File: config.mk
export PLATFORM = sky130hd
export DESIGN_NAME = intlvl_top
export DESIGN_NICKNAME = d
export VERILOG_FILES = /design/src/rtl/intlvl_pkg.sv /design/src/rtl/intlvl_remap.sv /design/src/rtl/intlvl_select.sv /design/src/rtl/intlvl_regs.sv /design/src/rtl/intlvl_top.sv
export SDC_FILE = /design/constraint.sdc
export NUM_CORES = 1
export LEC_CHECK = 0
export BUFFER_PORTS_ARGS = -buffer_cell sky130_fd_sc_hd__buf_2
export CORE_MARGIN = 8
export CORE_UTILIZATION = 25
export CTS_BUF_LIST = sky130_fd_sc_hd__clkbuf_8
export DETAILED_ROUTE_END_ITERATION = 12
export GPL_TIMING_DRIVEN = 0
export PLACE_DENSITY_LB_ADDON = 0.12
export SLEW_MARGIN = 40
export SYNTH_ARGS = -nofsm -noshare
export SYNTH_HDL_FRONTEND = slang
export SYNTH_SLANG_ARGS = --single-unit
File: constraint.sdc
create_clock -name clk -period 3.11 [get_ports clk]
set_input_delay 0.1555 -clock clk [delete_from_list [all_inputs] [get_ports clk]]
set_output_delay 0.1555 -clock clk [all_outputs]
set_load 0.005 [all_outputs]
File: src/rtl/intlvl_pkg.sv
package intlvl_pkg;
  localparam int NUM_SRC = 13;
  localparam int DATA_W  = 16;
  localparam int LVL_W   = 4;
  localparam int ADDR_W  = 5;

  localparam logic [LVL_W-1:0]  IDLE_SEL = '1;
  localparam logic [DATA_W-1:0] VER_WORD = 16'h0010;

  localparam logic [ADDR_W-1:0] WA_MASK = 5'd0;
  localparam logic [ADDR_W-1:0] WA_PWR  = 5'd24;
  localparam logic [ADDR_W-1:0] WA_VER  = 5'd25;
  localparam logic [ADDR_W-1:0] WA_GPO  = 5'd27;

  typedef enum logic [2:0] {
    SEL_NONE, SEL_MASK, SEL_PWR, SEL_VER, SEL_GPO
  } reg_sel_e;

  // status-word bit owned by the source with level number lvl
  function automatic int unsigned stat_pos(input int unsigned lvl);
    case (lvl)
      0:  stat_pos = 11;
      1:  stat_pos = 9;
      2:  stat_pos = 8;
      3:  stat_pos = 12;
      4:  stat_pos = 10;
      5:  stat_pos = 6;
      6:  stat_pos = 5;
      7:  stat_pos = 4;
      8:  stat_pos = 7;
      9:  stat_pos = 14;
      10: stat_pos = 13;
      11: stat_pos = 0;
      12: stat_pos = 15;
      default: stat_pos = 1;
    endcase
  endfunction
endpackage

File: src/rtl/intlvl_remap.sv
module intlvl_remap
  import intlvl_pkg::*;
#(
  parameter int N_SRC = NUM_SRC,
  parameter int DW    = DATA_W
) (
  input  logic [N_SRC-1:0] src_lvl,
  output logic [DW-1:0]    stat_word
);
  always_comb begin
    stat_word = '0;
    for (int k = 0; k < N_SRC; k++) begin
      stat_word[stat_pos(k)] = src_lvl[k];
    end
  end
endmodule

File: src/rtl/intlvl_select.sv
module intlvl_select
  import intlvl_pkg::*;
#(
  parameter int N_SRC = NUM_SRC,
  parameter int DW    = DATA_W,
  parameter int LW    = LVL_W
) (
  input  logic          clk,
  input  logic          rst_n,
  input  logic [DW-1:0] stat_word,
  input  logic [DW-1:0] mask_nxt,
  output logic [LW-1:0] lvl_q
);
  logic [DW-1:0] pend;
  logic [LW-1:0] win;
  logic [LW-1:0] lvl_d;

  assign pend = stat_word & mask_nxt;

  // scan from the highest level down so the smallest pending number remains
  always_comb begin
    win = IDLE_SEL;
    for (int k = N_SRC - 1; k >= 0; k--) begin
      if (pend[stat_pos(k)]) win = LW'(k);
    end
    lvl_d = win ^ IDLE_SEL;
  end

  always_ff @(posedge clk or negedge rst_n) begin
    if (!rst_n) lvl_q <= '0;
    else        lvl_q <= lvl_d;
  end
endmodule

File: src/rtl/intlvl_regs.sv
module intlvl_regs
  import intlvl_pkg::*;
#(
  parameter int DW = DATA_W,
  parameter int AW = ADDR_W
) (
  input  logic          clk,
  input  logic          rst_n,
  input  logic          bus_vld,
  input  logic          bus_we,
  input  logic [AW-1:0] bus_addr,
  input  logic [DW-1:0] bus_wdata,
  output logic [DW-1:0] mask_q,
  output logic [DW-1:0] mask_nxt,
  output logic [DW-1:0] gpo_q,
  output logic [DW-1:0] rdata_q,
  output logic          shut_q
);
  reg_sel_e      sel;
  logic          wr_stb;
  logic          rd_stb;
  logic          mask_en;
  logic          gpo_en;
  logic [DW-1:0] gpo_d;
  logic [DW-1:0] rdata_d;
  logic          shut_d;

  always_comb begin
    case (bus_addr)
      WA_MASK: sel = SEL_MASK;
      WA_PWR:  sel = SEL_PWR;
      WA_VER:  sel = SEL_VER;
      WA_GPO:  sel = SEL_GPO;
      default: sel = SEL_NONE;
    endcase
  end

  assign wr_stb  = bus_vld & bus_we;
  assign rd_stb  = bus_vld & ~bus_we;
  assign mask_en = wr_stb & (sel == SEL_MASK);
  assign gpo_en  = wr_stb & (sel == SEL_GPO);

  always_comb begin
    mask_nxt = mask_en ? bus_wdata : mask_q;
    gpo_d    = gpo_en ? bus_wdata : gpo_q;
    shut_d   = wr_stb & (sel == SEL_PWR) & bus_wdata[0];
    case (sel)
      SEL_MASK: rdata_d = mask_q;
      SEL_GPO:  rdata_d = gpo_q;
      SEL_VER:  rdata_d = VER_WORD;
      default:  rdata_d = '0;
    endcase
  end

  always_ff @(posedge clk or negedge rst_n) begin
    if (!rst_n) begin
      mask_q <= '0;
      gpo_q  <= '0;
      shut_q <= 1'b0;
    end else begin
      if (mask_en) mask_q <= mask_nxt;
      if (gpo_en)  gpo_q  <= gpo_d;
      shut_q <= shut_d;
    end
  end

  always_ff @(posedge clk or negedge rst_n) begin
    if (!rst_n)      rdata_q <= '0;
    else if (rd_stb) rdata_q <= rdata_d;
  end
endmodule

File: src/rtl/intlvl_top.sv
module intlvl_top
  import intlvl_pkg::*;
#(
  parameter int N_SRC = NUM_SRC,
  parameter int DW    = DATA_W,
  parameter int AW    = ADDR_W,
  parameter int LW    = LVL_W
) (
  input  logic             clk,
  input  logic             rst_n,
  input  logic [N_SRC-1:0] src_lvl,
  input  logic             bus_vld,
  input  logic             bus_we,
  input  logic [AW-1:0]    bus_addr,
  input  logic [DW-1:0]    bus_wdata,
  output logic [DW-1:0]    bus_rdata,
  output logic [DW-1:0]    gpo,
  output logic             shutdown_req,
  output logic [LW-1:0]    int_lvl
);
  logic [DW-1:0] stat_word;
  logic [DW-1:0] mask_q;
  logic [DW-1:0] mask_nxt;

  intlvl_remap #(.N_SRC(N_SRC), .DW(DW)) u_remap (
    .src_lvl   (src_lvl),
    .stat_word (stat_word)
  );

  intlvl_regs #(.DW(DW), .AW(AW)) u_regs (
    .clk       (clk),
    .rst_n     (rst_n),
    .bus_vld   (bus_vld),
    .bus_we    (bus_we),
    .bus_addr  (bus_addr),
    .bus_wdata (bus_wdata),
    .mask_q    (mask_q),
    .mask_nxt  (mask_nxt),
    .gpo_q     (gpo),
    .rdata_q   (bus_rdata),
    .shut_q    (shutdown_req)
  );

  intlvl_select #(.N_SRC(N_SRC), .DW(DW), .LW(LW)) u_sel (
    .clk       (clk),
    .rst_n     (rst_n),
    .stat_word (stat_word),
    .mask_nxt  (mask_nxt),
    .lvl_q     (int_lvl)
  );
endmodule

==> run summary <==
Status: finished, final reports clean
Initial Util: 25.76%
Nets@finish: 324
Clock Sinks: 53
Comb pwr share: 17.6%
All-Layer GR Usage: 11.35%
Final Hold Fails: 0
Clk pwr share: 27.0%
Initial drt markers: 71
Vias: 1902
H-tree depth: 2
Port Buf Inserts: 74
Min Clock Period, post-route: 2150 ps
Cell Pwr Density: 488.6 mW/mm^2
Hold crit path type: in -> reg
Async SR Flop Fraction: 100.0%
Post-route ant nets: 0
Area Overhead vs Synth: 25.67%
Critical-path cell list: buf_2, or4_4, nor2_4, mux2_2, a22o_1, a221o_1, a22o_1
CTS buffer count: 5
Reg-to-reg endpoint: u_sel.lvl_q[0]
Setup violators final: 0
CTS tree: yes
Synth Net Count: 242
Pre-Repair DR Iteration Count: 4
Fmax achieved: 465.2 MHz
Netlist cell types: 35
Root Buffer: clkbuf_8
Hold path cells: 2
Post_cts resized: 0
CP max stage delay: 570 ps
Post-synth EDFFs: 0
Post-Syn Area: 0.002369 sq mm
Primary FF master, synth: dfrtp_1
Hold path start: bus_addr[2]
Crit path DAT: 2340 ps
Fillers: 1005
Die ar.: 0.01284 sq mm
Crit Path Max Fanout: 5
Crit path kind: in -> reg
Post-CTS Setup Bufs: 0
Antenna violations before repair: 0
Core area: 0.009196 sq mm
CP max-delay cell: or4_4
Die height: 113.3 microns
Setup Skew: 4.834 ps
Max Root-Sink Buffers: 2
Crit start category: primary input
Crit path buffers/inverters: 1
Clk_lat worst skew: 300 ps
Final worst-path cycle share: 69.12%
Number of global-route vias before repair: 2051
Max-cap viol count: 0
Die X: 113.3 microns
WL final: 7.330 mm
Slew Limit Headroom: 49.01%
Commonest non-fill, non-tap cell in the layout: buf_2
Most used cell, CP: a22o_1
Share of layout cells above drive strength 1: 40.21%
Cell Rows: 35
Largest net degree at the start of global routing: 54
Placed Area: 0.002880 sq mm
Hold endpoint: u_regs.shut_q
WHS: 73.25 ps
Top Ports: 75
Max IR drop VDD: 0.0001510 V
CP startpoint: bus_addr[1]
Setup TNS: 0 ps
Ys Warns: 0
Synth Register Bits: 53
Vias per cell: 4.791
# DRC: 0
P_sw: 0.0003904 W
Crit path required time: 3300 ps
Synth Instances: 204
Post-detail-place hpwl: 5.487 mm
Reg-to-reg critical path startpoint: u_regs.mask_q[0]
Grt total ovfl: 0
Gpl congestion: 0.7729
Seq/Total Area, Yosys: 56.00%
Reg2Reg Depth: 6
Drt wl/cell: 18.46 microns
Flop pwr share: 55.4%
Reg2reg setup slack: 1370 ps
Delay-heaviest family, CP: compound AO/OA/AOI/OAI gates
Diodes inserted: 0
Critical Path End Type: register
Most frequent cells in the layout: 74 x buf_2, 53 x dfrtp_1, 30 x mux2_2
Global-route wire length before repair: 11.24 mm
Switching Share: 26.84%
Slew Viols, Final: 0
Finished Cell Area: 0.002977 sq mm
RSZ-0062 raised after global routing: no
Worst slew pin tran: 764.9 ps
Mean post-synth cell area: 11.61 sq um
Leakage: 1.471 nW
Clock-pin slew on the worst setup and hold paths: 90 ps
Internal power: 0.001064 W
==> routing by layer <==
| metal | global-route usage, % | vias up | routed length [microns] |
|---|---|---|---|
| li1 | - | 925 | - |
| met1 | 14.30 | 919 | 3390 |
| met2 | 18.29 | 54 | 3484 |
| met3 | 3.142 | 4 | 384 |
| met4 | 3.730 | 0 | 70 |
| met5 | 0 | - | 0 |
==> cells in the mapped netlist (2+ instances only) <==
cell | number | share of area [%]
a22o_1 | 3 | 1.1
a21oi_1 | 3 | 0.63
nand2b_1 | 2 | 0.53
a31oi_1 | 2 | 0.53
mux2_2 | 30 | 14
a22oi_1 | 18 | 5.7
nor2_1 | 4 | 0.63
nand3b_1 | 2 | 0.63
clkbuf_1 | 7 | 1.1
and3_1 | 2 | 0.53
o211ai_1 | 2 | 0.63
a32oi_1 | 3 | 1.1
a21boi_0 | 2 | 0.63
o21ai_0 | 19 | 4.0
dfrtp_1 | 53 | 56
nand2_1 | 29 | 4.6
nand3_1 | 5 | 1.1
==> sequential cells by signal, indices dropped and copies added (netlist names) <==
register        cells
u_regs.gpo_q       16
u_regs.mask_q      16
u_sel.lvl_q         4
u_regs.rdata_q     16
u_regs.shut_q       1
==> worst max-delay path by stage <==
stage	end	slack, ps	cells past startpoint
2_1_floorplan	u_sel.lvl_q[0]	1020	6
3_3_place_gp	u_sel.lvl_q[0]	640	7
3_5_place_dp	u_sel.lvl_q[0]	650	7
4_1_cts	u_sel.lvl_q[0]	970	7
5_1_grt	u_regs.gpo_q[12]	870	8
6_report	u_sel.lvl_q[0]	960	7
==> metrics by stage <==
step                      setup WS, ps  total power, W  cells  util (%)
after CTS                        968.8        0.001484    397     32.37
after global routing             870.0        0.001536    397     32.37
after floorplan                   1018       0.0009373    204         -
after global placement           638.4        0.001078    389     31.29
after detailed placement         653.5        0.001080    389     31.32
final                            960.3        0.001454    397     32.37
==> cell families (layout without fill, tap and decap cells) <==
family                 count (synthesis)  after routing  share of synthesized area [%]
and+or+nand+nor                       54             54                          11.25
AOI/OAI and AO/OA                     57             57                          16.27
DFF                                   53             53                          56.00
buffers and inverters                  9             91                          1.796
muxes                                 31             31                          14.69
==> worst register-to-register path: cells and delay by family (launching register included) <==
| family | cells | cell delay (ps) |
|---|---|---|
| multiplexers | 1 | 110 |
| AO/OA/AOI/OAI | 4 | 1030 |
| AND/OR/NAND/NOR | 1 | 110 |
| flip-flops | 1 | 380 |
==> what timing repair did <==
action | 4_1_cts | 5_1_grt
hold buffers | 1 | 0
hold endpoints to repair | 53 | 0
setup endpoints to repair | 0 | 0
==> power by group through the flow <==
stage	clock network (W)	registers [W]	logic, W
global placement	0	0.000819	0.000259
global route	0.000435	0.000816	0.000285
finish	0.000392	0.000805	0.000257
detailed placement	0	0.000819	0.000261
floorplan	0	0.000816	0.000121
CTS	0.000414	0.000806	0.000264
==> cell type report <==
type	count	area (sq um)	area share, %
Timing Repair Buffer	75	382.9	12.86
Tap cell	111	138.9	4.666
Sequential cell	53	1326	44.56
Multi-Input combinational cell	142	999.7	33.59
Clock buffer	6	82.58	2.774
Buffer	9	42.54	1.429
Clock inverter	1	3.754	0.1261
Power figures use the tool's default switching activity.
